$ cat src/rtl/cdd_pkg.sv
package cdd_pkg;
  localparam int NSRC     = 5;
  localparam int SRC_W    = 3;
  localparam int REG_W    = 32;
  localparam int SETTLE   = 2;
  localparam int SEEN_W   = $clog2(SETTLE + 1);
  localparam int BUSY_BIT = 3;
  localparam int WAIT_LSB = 16;
  localparam int HOLD_LSB = 20;
  localparam int BYP_BIT  = 24;
  localparam int CMT_BIT  = 25;
  localparam logic [SRC_W-1:0] SRC_LAST = SRC_W'(NSRC - 1);

  typedef enum logic [SRC_W-1:0] {
    SRC_RTC   = 3'd0,
    SRC_OSC   = 3'd1,
    SRC_PLL_A = 3'd2,
    SRC_PLL_B = 3'd3,
    SRC_PLL_C = 3'd4
  } src_e;
endpackage

$ cat src/rtl/cdd_cfg_reg.sv
module cdd_cfg_reg
  import cdd_pkg::*;
#(
  parameter int CNT_W = 4
) (
  input  logic             clk,
  input  logic             rst_n,
  input  logic             we,
  input  logic [REG_W-1:0] wdata,
  input  logic             busy,
  input  logic             ack,
  output logic [SRC_W-1:0] src_q,
  output logic [CNT_W-1:0] wait_q,
  output logic [CNT_W-1:0] hold_q,
  output logic             byp_q,
  output logic             pend_q,
  output logic [REG_W-1:0] rdata
);
  localparam logic [REG_W-1:0] USED_MASK =
      (REG_W'((1 << SRC_W) - 1)) |
      (REG_W'((1 << CNT_W) - 1) << WAIT_LSB) |
      (REG_W'((1 << CNT_W) - 1) << HOLD_LSB) |
      (REG_W'(1) << BYP_BIT) | (REG_W'(1) << CMT_BIT);

  logic [SRC_W-1:0] src_d;
  logic [CNT_W-1:0] wait_d, hold_d;
  logic             byp_d, pend_d, src_ok;
  logic             spare_bits_unused;

  assign spare_bits_unused = ^(wdata & ~USED_MASK);
  assign src_ok = (wdata[SRC_W-1:0] <= SRC_LAST);

  always_comb begin
    src_d  = src_q;
    wait_d = wait_q;
    hold_d = hold_q;
    byp_d  = byp_q;
    pend_d = pend_q;
    if (ack) pend_d = 1'b0;
    if (we) begin
      if (src_ok) src_d = wdata[SRC_W-1:0];
      wait_d = wdata[WAIT_LSB +: CNT_W];
      hold_d = wdata[HOLD_LSB +: CNT_W];
      byp_d  = wdata[BYP_BIT];
      if (wdata[CMT_BIT]) pend_d = 1'b1;
    end
  end

  always_ff @(posedge clk or negedge rst_n) begin
    if (!rst_n) begin
      src_q  <= SRC_OSC;
      wait_q <= '0;
      hold_q <= '0;
      byp_q  <= 1'b0;
      pend_q <= 1'b0;
    end else begin
      src_q  <= src_d;
      wait_q <= wait_d;
      hold_q <= hold_d;
      byp_q  <= byp_d;
      pend_q <= pend_d;
    end
  end

  always_comb begin
    rdata = '0;
    rdata[SRC_W-1:0]          = src_q;
    rdata[BUSY_BIT]           = busy;
    rdata[WAIT_LSB +: CNT_W]  = wait_q;
    rdata[HOLD_LSB +: CNT_W]  = hold_q;
    rdata[BYP_BIT]            = byp_q;
    rdata[CMT_BIT]            = pend_q;
  end

  // an out-of-range source code never reaches the source field
  p_bad_src_kept_r3: assert property (@(posedge clk) disable iff (!rst_n)
    (we && !src_ok) |=> (src_q == $past(src_q)));
  // a commit request is visible at once
  p_commit_seen_r7: assert property (@(posedge clk) disable iff (!rst_n)
    (we && wdata[CMT_BIT]) |=> pend_q);
  // the request only drops when the divider has taken the counts
  p_commit_drop_r7: assert property (@(posedge clk) disable iff (!rst_n)
    $fell(pend_q) |-> $past(ack));
endmodule

$ cat src/rtl/cdd_src_switch.sv
module cdd_src_switch
  import cdd_pkg::*;
(
  input  logic             clk,
  input  logic             rst_n,
  input  logic [SRC_W-1:0] target,
  input  logic [NSRC-1:0]  src_tick,
  output logic [SRC_W-1:0] cur_q,
  output logic             busy,
  output logic             sel_tick
);
  logic [SRC_W-1:0]  cur_d, last_q;
  logic [SEEN_W-1:0] seen_q, seen_d;
  logic              tgt_tick, cur_tick;

  always_comb begin
    tgt_tick = 1'b0;
    cur_tick = 1'b0;
    for (int i = 0; i < NSRC; i++) begin
      if (target == SRC_W'(i)) tgt_tick = src_tick[i];
      if (cur_q  == SRC_W'(i)) cur_tick = src_tick[i];
    end
  end

  assign busy     = (target != cur_q);
  assign sel_tick = busy ? 1'b0 : cur_tick;

  always_comb begin
    cur_d  = cur_q;
    seen_d = seen_q;
    if (!busy || (target != last_q)) begin
      seen_d = '0;
    end else if (tgt_tick) begin
      if (seen_q == SEEN_W'(SETTLE - 1)) begin
        cur_d  = target;
        seen_d = '0;
      end else begin
        seen_d = seen_q + 1'b1;
      end
    end
  end

  always_ff @(posedge clk or negedge rst_n) begin
    if (!rst_n) begin
      cur_q  <= SRC_OSC;
      last_q <= SRC_OSC;
      seen_q <= '0;
    end else begin
      cur_q  <= cur_d;
      last_q <= target;
      seen_q <= seen_d;
    end
  end

  // the active source is always one of the five inputs
  p_cur_valid_r2: assert property (@(posedge clk) disable iff (!rst_n)
    cur_q <= SRC_LAST);
  // the active source only moves on a tick of the requested one
  p_switch_on_tick_r4: assert property (@(posedge clk) disable iff (!rst_n)
    (cur_q != $past(cur_q)) |-> ($past(tgt_tick) && (cur_q == $past(target))));
  // the settle counter never passes its limit
  p_seen_bound_r4: assert property (@(posedge clk) disable iff (!rst_n)
    seen_q < SEEN_W'(SETTLE));
endmodule

$ cat src/rtl/cdd_divider.sv
module cdd_divider #(
  parameter int CNT_W = 4
) (
  input  logic             clk,
  input  logic             rst_n,
  input  logic             tick,
  input  logic             park,
  input  logic [CNT_W-1:0] wait_cfg,
  input  logic [CNT_W-1:0] hold_cfg,
  input  logic             pend,
  output logic             phase_q,
  output logic             ack
);
  logic             phase_d;
  logic [CNT_W-1:0] cnt_q, cnt_d, w_act, w_d, h_act, h_d;

  always_comb begin
    phase_d = phase_q;
    cnt_d   = cnt_q;
    w_d     = w_act;
    h_d     = h_act;
    ack     = 1'b0;
    if (park) begin
      phase_d = 1'b0;
      cnt_d   = h_act;
    end else if (tick) begin
      if (phase_q) begin
        if (cnt_q == w_act) begin
          phase_d = 1'b0;
          cnt_d   = '0;
        end else begin
          cnt_d = cnt_q + 1'b1;
        end
      end else begin
        if (cnt_q == h_act) begin
          phase_d = 1'b1;
          cnt_d   = '0;
          if (pend) begin
            w_d = wait_cfg;
            h_d = hold_cfg;
            ack = 1'b1;
          end
        end else begin
          cnt_d = cnt_q + 1'b1;
        end
      end
    end
  end

  always_ff @(posedge clk or negedge rst_n) begin
    if (!rst_n) begin
      phase_q <= 1'b0;
      cnt_q   <= '0;
      w_act   <= '0;
      h_act   <= '0;
    end else begin
      phase_q <= phase_d;
      cnt_q   <= cnt_d;
      w_act   <= w_d;
      h_act   <= h_d;
    end
  end

  // the output level only moves on a source tick or while parked
  p_edge_on_tick_r11: assert property (@(posedge clk) disable iff (!rst_n)
    (phase_q != $past(phase_q)) |-> $past(tick || park));
  // new counts start a fresh high phase
  p_load_fresh_r7: assert property (@(posedge clk) disable iff (!rst_n)
    $past(ack) |-> (phase_q && (cnt_q == '0)));
  // phase counters stay within the active counts
  p_high_bound_r5: assert property (@(posedge clk) disable iff (!rst_n)
    phase_q |-> (cnt_q <= w_act));
  p_low_bound_r5: assert property (@(posedge clk) disable iff (!rst_n)
    !phase_q |-> (cnt_q <= h_act));
endmodule

$ cat src/rtl/clk_domain_gen.sv
module clk_domain_gen
  import cdd_pkg::*;
#(
  parameter int CNT_W = 4
) (
  input  logic             clk,
  input  logic             rst_n,
  input  logic [4:0]       src_tick,
  input  logic             cfg_we,
  input  logic [31:0]      cfg_wdata,
  output logic [31:0]      cfg_rdata,
  output logic             dom_clk
);
  logic [1:0]       rst_sync_q;
  logic             rst_int_n;
  logic [SRC_W-1:0] src_field, cur_src;
  logic [CNT_W-1:0] wait_q, hold_q;
  logic             byp_q, pend_q, busy, sel_tick, div_phase, ack;

  always_ff @(posedge clk or negedge rst_n) begin
    if (!rst_n) rst_sync_q <= 2'b00;
    else        rst_sync_q <= {rst_sync_q[0], 1'b1};
  end
  assign rst_int_n = rst_sync_q[1];

  cdd_cfg_reg #(.CNT_W(CNT_W)) u_cfg (
    .clk(clk), .rst_n(rst_int_n), .we(cfg_we), .wdata(cfg_wdata),
    .busy(busy), .ack(ack), .src_q(src_field), .wait_q(wait_q),
    .hold_q(hold_q), .byp_q(byp_q), .pend_q(pend_q), .rdata(cfg_rdata)
  );

  cdd_src_switch u_sw (
    .clk(clk), .rst_n(rst_int_n), .target(src_field), .src_tick(src_tick),
    .cur_q(cur_src), .busy(busy), .sel_tick(sel_tick)
  );

  cdd_divider #(.CNT_W(CNT_W)) u_div (
    .clk(clk), .rst_n(rst_int_n), .tick(sel_tick), .park(busy),
    .wait_cfg(wait_q), .hold_cfg(hold_q), .pend(pend_q),
    .phase_q(div_phase), .ack(ack)
  );

  assign dom_clk = byp_q ? sel_tick : (div_phase & ~busy);

  // nothing reaches the domain while a source change is under way
  p_busy_quiet_r4: assert property (@(posedge clk) disable iff (!rst_int_n)
    busy |-> !dom_clk);
  // the register field and the active source agree whenever idle
  p_idle_match_r2: assert property (@(posedge clk) disable iff (!rst_int_n)
    !cfg_rdata[BUSY_BIT] |-> (cur_src == cfg_rdata[SRC_W-1:0]));
endmodule

$ cat config.mk
export PLATFORM = sky130hd
export DESIGN_NAME = clk_domain_gen
export DESIGN_NICKNAME = d
export VERILOG_FILES = /design/src/rtl/cdd_pkg.sv /design/src/rtl/cdd_cfg_reg.sv /design/src/rtl/cdd_src_switch.sv /design/src/rtl/cdd_divider.sv /design/src/rtl/clk_domain_gen.sv
export SDC_FILE = /design/constraint.sdc
export NUM_CORES = 1
export LEC_CHECK = 0
export CAP_MARGIN = 20
export CORE_MARGIN = 2
export CORE_UTILIZATION = 30
export DETAILED_ROUTE_END_ITERATION = 10
export DONT_BUFFER_PORTS = 1
export SLEW_MARGIN = 10
export SYNTH_ARGS = -nofsm -noshare
export SYNTH_HDL_FRONTEND = slang
export SYNTH_SLANG_ARGS = --single-unit
$ cat constraint.sdc
create_clock -name clk -period 2.4 [get_ports clk]
set_clock_uncertainty 0.05 [all_clocks]
set_input_delay 0.48 -clock clk [delete_from_list [all_inputs] [get_ports clk]]
set_output_delay 0.48 -clock clk [all_outputs]
set_load 0.05 [all_outputs]
Yosys cells after proc, flatten, opt, wreduce, memory -nomap -nowiden
Cells that the tools add are included.
Storage, ports and cells
  register bits: 36
  logic and storage cells: 75
  input bits: 40
  output and inout bits: 33
Cells by class
  equality and inequality tests: 13
  muxes and demuxes: 33
  bitwise gates (word level): 4
  $add $sub $neg: 2
  reduce and logical (&&, ||, !) cells: 9
  magnitude comparators: 1
Operators with widths (count)
  two-way mux 1 bit: 25
  two-way mux 4 bit: 5
  == test 3 x 2 -> 1 bit, second input constant: 4
  == test 4 bit: 2
  == test 3 x 1 -> 1 bit, second input constant: 2
  == test 3 bit, second input constant: 2
  logical NOT 3 bit: 2
  two-way mux 2 bit: 3
  != test 3 bit: 2
  AND reduction 5 bit: 1
  adder 4 x 1 -> 4 bit, second input constant: 1
  nonzero test 2 bit: 2
  less-or-equal comparator 3 bit, second input constant: 1
  NOT 1 bit: 3
  AND reduction 3 bit: 1
  adder 2 x 1 -> 2 bit, second input constant: 1
  == test 2 x 1 -> 1 bit, second input constant: 1
  AND reduction 2 bit: 1
  AND 1 bit: 1
  logical NOT 1 bit: 1
  logical OR 1 bit: 1

Longest topological paths before layout
Gate-level depths: netlist (run 1).
  word-level depth: 12
  mapped depth: 6

Modules after synthesis
Synthesis (run 1) repeated with hierarchy kept, for this count alone.
Second synthesis, totals
  cells, all modules: 184
  area total of the unflattened synthesis: 2026.9 sq um
Modules (own cells, without submodules)
  cdd_cfg_reg: area each 750.7 sq um, cells an instance 69, sequential area each 326.6 sq um, instances 1
  cdd_divider: area each 705.7 sq um, cells an instance 65, sequential area each 325.3 sq um, instances 1
  cdd_src_switch: area each 498.0 sq um, cells an instance 44, sequential area each 202.7 sq um, instances 1
  clk_domain_gen: area each 72.6 sq um, cells an instance 6, sequential area each 50.0 sq um, instances 1

Worst setup path before layout (run 1)
Ideal clock, no wire load.
  path kind: reg-to-output
  from: reg u_cfg.src_q[0]
  to: out dom_clk
  slack: -0.897 ns
  arrival time: 2.767 ns
  cell stages (with the launch flop): 7
  cell sequence: dfstp_2 -> buf_6 -> xor2_1 -> nor3_2 -> buf_2 -> inv_1 -> a211oi_1
Between the ends
  longest elaborated chain between the ends: 4
  elaborated cells on any way between the ends: 5
  those cells by class: eq/ne: 1; mux: 2; bitwise: 2
RTL lines
  start, declared: RTL line cdd_cfg_reg.sv:12  | output logic [SRC_W-1:0] src_q,
  start signal, assigned: RTL line cdd_cfg_reg.sv:57  | src_q <= src_d;
  != test 3 bit (*): RTL line cdd_src_switch.sv:25  | assign busy = (target != cur_q);
  named net busy: RTL line clk_domain_gen.sv:18  | logic byp_q, pend_q, busy, sel_tick, div_phase, ack;
  NOT 1 bit (no source line)
  AND 1 bit: RTL line clk_domain_gen.sv:43  | assign dom_clk = byp_q ? sel_tick : (div_phase & ~busy);
  two-way mux 1 bit (*): RTL line clk_domain_gen.sv:43
  end, declared: RTL line clk_domain_gen.sv:12  | output logic dom_clk
The timed path passes the listed nets; every way through them passes the cells marked *.

Final worst setup path (run 1)
  from: reg u_sw.cur_q[2]
  to: out dom_clk
Between the ends
  elaborated cells on any way between the ends: 15
  those cells by class: eq/ne: 5; mux: 7; bitwise: 2; reduce/logical: 1
RTL lines
  start, declared: RTL line cdd_src_switch.sv:8  | output logic [SRC_W-1:0] cur_q,
  start signal, assigned: RTL line cdd_src_switch.sv:49  | cur_q <= cur_d;
  != test 3 bit (*): RTL line cdd_src_switch.sv:25
  named net cfg_rdata[3]: RTL line clk_domain_gen.sv:11  | output logic [31:0] cfg_rdata,
  NOT 1 bit (no source line)
  AND 1 bit: RTL line clk_domain_gen.sv:43
  two-way mux 1 bit (*): RTL line clk_domain_gen.sv:43
Marked as above.

==> flow_summary.json, run 1 <==
{
  "place.gp.congestion": 0.8650,
  "finalHoldViolCount": 0,
  "grt_max_degree": 35,
  "worstPathArrival_ns": 1.77,
  "worstReg2RegStart": "u_sw.cur_q[0]",
  "antenna_found_initial": 0,
  "syn_area_per_cell_sq_um": 11.59,
  "num_io_pins": 73,
  "path_cells": "xor2_1 -> nor3_2 -> bufinv_8 -> a211oi_4 -> buf_12",
  "rsz0062_at_grt": "no",
  "synth_top_area_cell": "dfrtp_1",
  "ir_drop_v": 0.0005095,
  "setup_tns_ns": 0,
  "fin_util": 0.3515,
  "cts_root_buf": "clkbuf_8",
  "fp-row-count": 28,
  "power_mw": 2.303,
  "dieArea_sq_um": 6988,
  "start_kind": "flip-flop",
  "vias": 1144,
  "rrSetupSlack_ns": 0.25,
  "finalCritPeriodShare": 0.9573,
  "setup_viol": 0,
  "syn_to_final_growth_pct": 11.45,
  "synth_commonest_cells": "33 x dfrtp_1, 21 x buf_4, 18 x mux2_2",
  "start_util": 0.3154,
  "yosys.cell_count.top_type": "dfrtp_1",
  "drv_slew": 0,
  "multiInputGateArea_sq_um": 885.9,
  "worst_r2r_endpoint": "u_sw.cur_q[1]",
  "critical_path_buf_inv_count": 2,
  "drc": 0,
  "fillers": 616,
  "slowest_delay_ns": 0.44,
  "max_slew.worst_pin.slew_ns": 0.5811,
  "max-slew-margin-rel": 0.6090,
  "cpMaxStageDelayCell": "dfrtp_2",
  "synth_edf_count": 0,
  "timing.fmax_mhz": 435.3,
  "async_flop_share": 1.000,
  "regArea_sq_um": 908.4,
  "synth_area_sq_um": 1901,
  "powerDensity_nw_per_um2": 1087,
  "drt_first_iter_violations": 60,
  "grt_pass1_wl_mm": 5.382,
  "clk_pin_slew_ns": 0.08,
  "fp.dieH_um": 83.60,
  "ys_types": 42,
  "status": "complete, no violations",
  "antenna_left": 0,
  "core_area_sq_um": 6026,
  "fin_cells": 249,
  "routed_via_density": 4.594,
  "drive_gt1_frac": 0.3161,
  "nets": 214,
  "drt_pass1_iterations": 4,
  "h-tree-depth": 2,
  "grt.overflow.total": 0,
  "clk_path_buf_depth": 2,
  "totalWireLength_mm": 3.329,
  "syn_inst": 164,
  "dp.cells": 239,
  "yosysTopAreaCellShare": 0.4345,
  "fp.dieW_um": 83.60,
  "grt_usage": 0.09761,
  "clock_latency_ns": 0.28,
  "reg2reg_depth": 6,
  "ys_seq_area_frac": 0.4760,
  "cp-end-kind": "output port",
  "cts.sinks": 36,
  "diodes": 0,
  "leakage_nw": 0.9349,
  "fin_crit_ns": 2.297,
  "hp-class": "flip-flop to asynchronous set/reset pin",
  "critPathTopFamily": "flip-flops",
  "crit_type": "flip-flop to output port",
  "crit_fanout": 5,
  "cts_tree": "done",
  "synth_seq_cells": 36,
  "cts_buffers": 5,
  "io_buffers": 0,
  "first_global_vias": 1094,
  "ys.flop_type": "dfrtp_1",
  "worstPathRequired_ns": 1.87,
  "wl_per_cell_um": 13.37,
  "synth.top_cells.by_area": "dfrtp_1 43%, mux2_2 11%, buf_4 8.3%",
  "dp_hpwl_mm": 2.473,
  "yosys_warnings": 0,
  "maxCapViolations": 0
}
[worst max-delay path by stage]
stage                     slack [ns]            from  cells after the start            end
final                           0.10   u_sw.cur_q[2]                      5        dom_clk
after global routing            0.01   u_sw.cur_q[1]                      5        dom_clk
after CTS                       0.02   u_sw.cur_q[0]                      5        dom_clk
after detailed placement        0.23   u_sw.cur_q[0]                      6  u_sw.cur_q[1]
after global placement          0.29  u_cfg.src_q[0]                      6  u_sw.cur_q[1]
after floorplan                -0.15  u_cfg.src_q[0]                      6        dom_clk
[layer usage]
metal  up-vias  routed length, um  track usage
li1        541                  -            -
met2        44               1551       0.1462
met1       553               1501       0.1300
met4         0                 34      0.02639
met5         -                  0            0
met3         6                242      0.04055
[cell type report]
class                      instances  share of cell area
clock buffer                       8             0.04725
inverter                           5             0.01536
timing repair buffer              11             0.04607
sequential                        36              0.4288
multi-input combinational        114              0.4182
tap                               75             0.04430
[power breakdown]
part | leakage, nW | switching [mW] | total [mW] | internal (mW)
Sequential | 0.436 | 0.224 | 0.981 | 0.757
Combinational | 0.448 | 0.476 | 0.848 | 0.372
Clock | 0.0515 | 0.212 | 0.474 | 0.262
Total | 0.935 | 0.913 | 2.30 | 1.39
[metrics by stage]
| step | hold slack (ns) | worst slack, ns | instance area, sq um |
|---|---|---|---|
| 3_5_place_dp | 0.1345 | 0.2335 | 1968 |
| 6_report | 0.2114 | 0.1026 | 2118 |
| 2_1_floorplan | 0.1344 | -0.1450 | 1992 |
| 4_1_cts | 0.2162 | 0.02174 | 2078 |
| 3_3_place_gp | 0.1345 | 0.2874 | 1968 |
| 5_1_grt | 0.2006 | 0.01460 | 2118 |
[worst reg2reg max path, cell delays in order (launching register included)]
cell	delay [ns]
dfstp_2	0.56
xor2_1	0.19
nor3_2	0.07
buf_4	0.19
nor4_4	0.32
nor3b_4	0.34
mux2_4	0.33
[state kept, by name (all words and copies together), names as in the netlist, 2 cells and up]
register,flops
u_cfg.hold_q,4
u_cfg.wait_q,4
u_div.cnt_q,4
u_div.h_act,4
u_div.w_act,4
u_cfg.src_q,3
u_sw.cur_q,3
u_sw.last_q,3
rst_sync_q,2
u_sw.seen_q,2
[kinds of logic after synthesis]
group	count (synthesis)	share of synthesized area
simple gates	37	0.1218
flops	36	0.4760
buf+inv	31	0.1080
mux	24	0.1527
compound gates	18	0.06189
xor+xnor	15	0.06913
other cells	2	0.003951
fa+ha+maj	1	0.006582
[placed cells by master, fill, tap and decap left out, types with 2 or more instances in the layout]
| master | count |
|---|---|
| dfstp_2 | 3 |
| a31oi_1 | 7 |
| clkbuf_8 | 7 |
| dfrtp_1 | 30 |
| o21ai_0 | 2 |
| xor2_1 | 14 |
| buf_4 | 9 |
| dfrtp_2 | 3 |
| mux2i_1 | 2 |
| mux2_4 | 3 |
| conb_1 | 19 |
| nand3_1 | 4 |
| inv_1 | 4 |
| nand2_1 | 7 |
| nor2_1 | 11 |
| mux2_2 | 18 |
| nand3b_1 | 2 |
[what timing repair did]
action                     4_1_cts  5_1_grt
hold buffers                     1        0
hold endpoints to repair         2        0
setup endpoints to repair        0        1
setup buffers                    0        1
resized for setup                0        7
No activity file was read; power rests on OpenSTA's default activity.
==> run 2, diff against run 1 <==
--- a/config.mk
+++ b/config.mk
@@ -6,7 +6,7 @@
 export NUM_CORES = 1
 export LEC_CHECK = 0
 export CAP_MARGIN = 20
-export CORE_MARGIN = 2
+export CORE_MARGIN = 8
 export CORE_UTILIZATION = 30
 export DETAILED_ROUTE_END_ITERATION = 10
 export DONT_BUFFER_PORTS = 1
==> constraint.sdc (replaced) <==
create_clock -name clk -period 2.45 [get_ports clk]
set_clock_uncertainty 0.05 [all_clocks]
set_input_delay 0.49 -clock clk [delete_from_list [all_inputs] [get_ports clk]]
set_output_delay 0.49 -clock clk [all_outputs]
set_load 0.05 [all_outputs]
==> flow_summary.json, run 2 (synthesis gave the netlist of run 1 again) <==
{
  "hp-class": "flip-flop to asynchronous set/reset pin",
  "cts_buffers": 5,
  "setup_tns_ns": 0,
  "routed_via_density": 4.496,
  "fp.dieW_um": 95.60,
  "clk_pin_slew_ns": 0.08,
  "cts.sinks": 36,
  "first_global_vias": 1158,
  "drt_pass1_iterations": 4,
  "powerDensity_nw_per_um2": 1082,
  "num_io_pins": 73,
  "multiInputGateArea_sq_um": 872.1,
  "cts_root_buf": "clkbuf_8",
  "antenna_found_initial": 0,
  "crit_fanout": 4,
  "drive_gt1_frac": 0.2948,
  "fin_crit_ns": 2.308,
  "leakage_nw": 0.9325,
  "max-slew-margin-rel": 0.6138,
  "crit_type": "flip-flop to output port",
  "clock_latency_ns": 0.28,
  "power_mw": 2.281,
  "totalWireLength_mm": 3.661,
  "maxCapViolations": 0,
  "fin_ws_ns": 0.1422,
  "post-place-ws_ns": 0.2638,
  "clk_path_buf_depth": 2,
  "core_area_sq_um": 6241,
  "grt.overflow.total": 0,
  "finalCritPeriodShare": 0.9420,
  "fin_util": 0.3378,
  "wl_per_cell_um": 14.64,
  "dieArea_sq_um": 9138,
  "worstPathRequired_ns": 1.91,
  "syn_to_final_growth_pct": 10.93,
  "fp.dieH_um": 95.60,
  "worstPathArrival_ns": 1.77,
  "vias": 1124,
  "drc": 0,
  "ir_drop_v": 0.0005459,
  "antenna_left": 0,
  "fillers": 632,
  "start_util": 0.3045,
  "io_buffers": 0,
  "dp_hpwl_mm": 2.790,
  "cp-end-kind": "output port",
  "final_cell_mix": "32 x dfrtp_1, 19 x conb_1, 18 x mux2_2",
  "cts_tree": "done",
  "grt_usage": 0.08239,
  "start_kind": "flip-flop",
  "drv_slew": 0,
  "finalHoldViolCount": 0,
  "setup_viol": 0,
  "diodes": 0,
  "h-tree-depth": 2,
  "fp-row-count": 29,
  "nets": 213,
  "timing.fmax_mhz": 433.3,
  "regArea_sq_um": 905.9,
  "max_slew.worst_pin.slew_ns": 0.5793,
  "grt_max_degree": 35,
  "place.gp.congestion": 0.8542,
  "rsz0062_at_grt": "no",
  "final_common_cell": "dfrtp_1",
  "status": "complete, no violations",
  "drt_first_iter_violations": 39,
  "grt_pass1_wl_mm": 5.796
}
## run 2: area by class of cell
| cell class | count | area share |
|---|---|---|
| Clock inverter | 3 | 0.02018 |
| Tap cell | 77 | 0.04570 |
| Sequential cell | 36 | 0.4297 |
| Multi-Input combinational cell | 114 | 0.4137 |
| Timing Repair Buffer | 10 | 0.04273 |
| Inverter | 5 | 0.01543 |
| Clock buffer | 5 | 0.03264 |
## run 2: layer usage
layer  vias up  track usage  part of all wire
met2        31       0.1269              0.48
met1       550       0.1031              0.42
met5         -            0                 0
met3         2      0.03465             0.092
li1        541            -                 -
met4         0      0.02305            0.0046
## run 2: critical path, cell delays in order (launching register included)
cell	delay [ns]
dfstp_2	0.57
xor2_1	0.09
nor3_2	0.20
bufinv_8	0.25
a211oi_4	0.21
buf_12	0.17
## run 2: path summary, 6_finish.rpt
check | cells after the start | end | start | slack, ns
setup reg to reg | 6 | u_sw.cur_q[1] | u_cfg.src_q[0] | 0.31
hold / removal | 1 | u_cfg.src_q[2] | rst_sync_q[1] | 0.21
setup / recovery | 5 | dom_clk | u_cfg.src_q[0] | 0.14
min in group clk | 1 | u_cfg.src_q[0] | cfg_we | 0.22
hold reg to reg | 1 | u_cfg.src_q[2] | rst_sync_q[1] | 0.21
max in group asynchronous | 1 | u_sw.cur_q[0] | rst_sync_q[1] | 1.80
## run 2: through the flow
| stage | hold WS [ns] | area, sq um | cells |
|---|---|---|---|
| finish | 0.2141 | 2108 | 250 |
| global route | 0.1984 | 2108 | 250 |
| CTS | 0.2104 | 2085 | 249 |
| detailed placement | 0.1445 | 1963 | 240 |
| global placement | 0.1445 | 1963 | 240 |
| floorplan | 0.1444 | 1992 | 181 |
## run 2: where the power goes
group          total (mW)  internal, mW  leakage [nW]  switching (mW)
registers           0.956         0.740         0.439           0.217
clock network       0.514         0.301        0.0541           0.213
logic               0.811         0.355         0.440           0.456
total                2.28          1.40         0.933           0.886
## run 2: what timing repair did
action | in CTS | in global routing
setup endpoints to repair | 0 | 1
hold buffers | 1 | 0
buffers inserted | 0 | 1
gates resized for setup | 0 | 2
endpoints found under the hold margin | 2 | 0
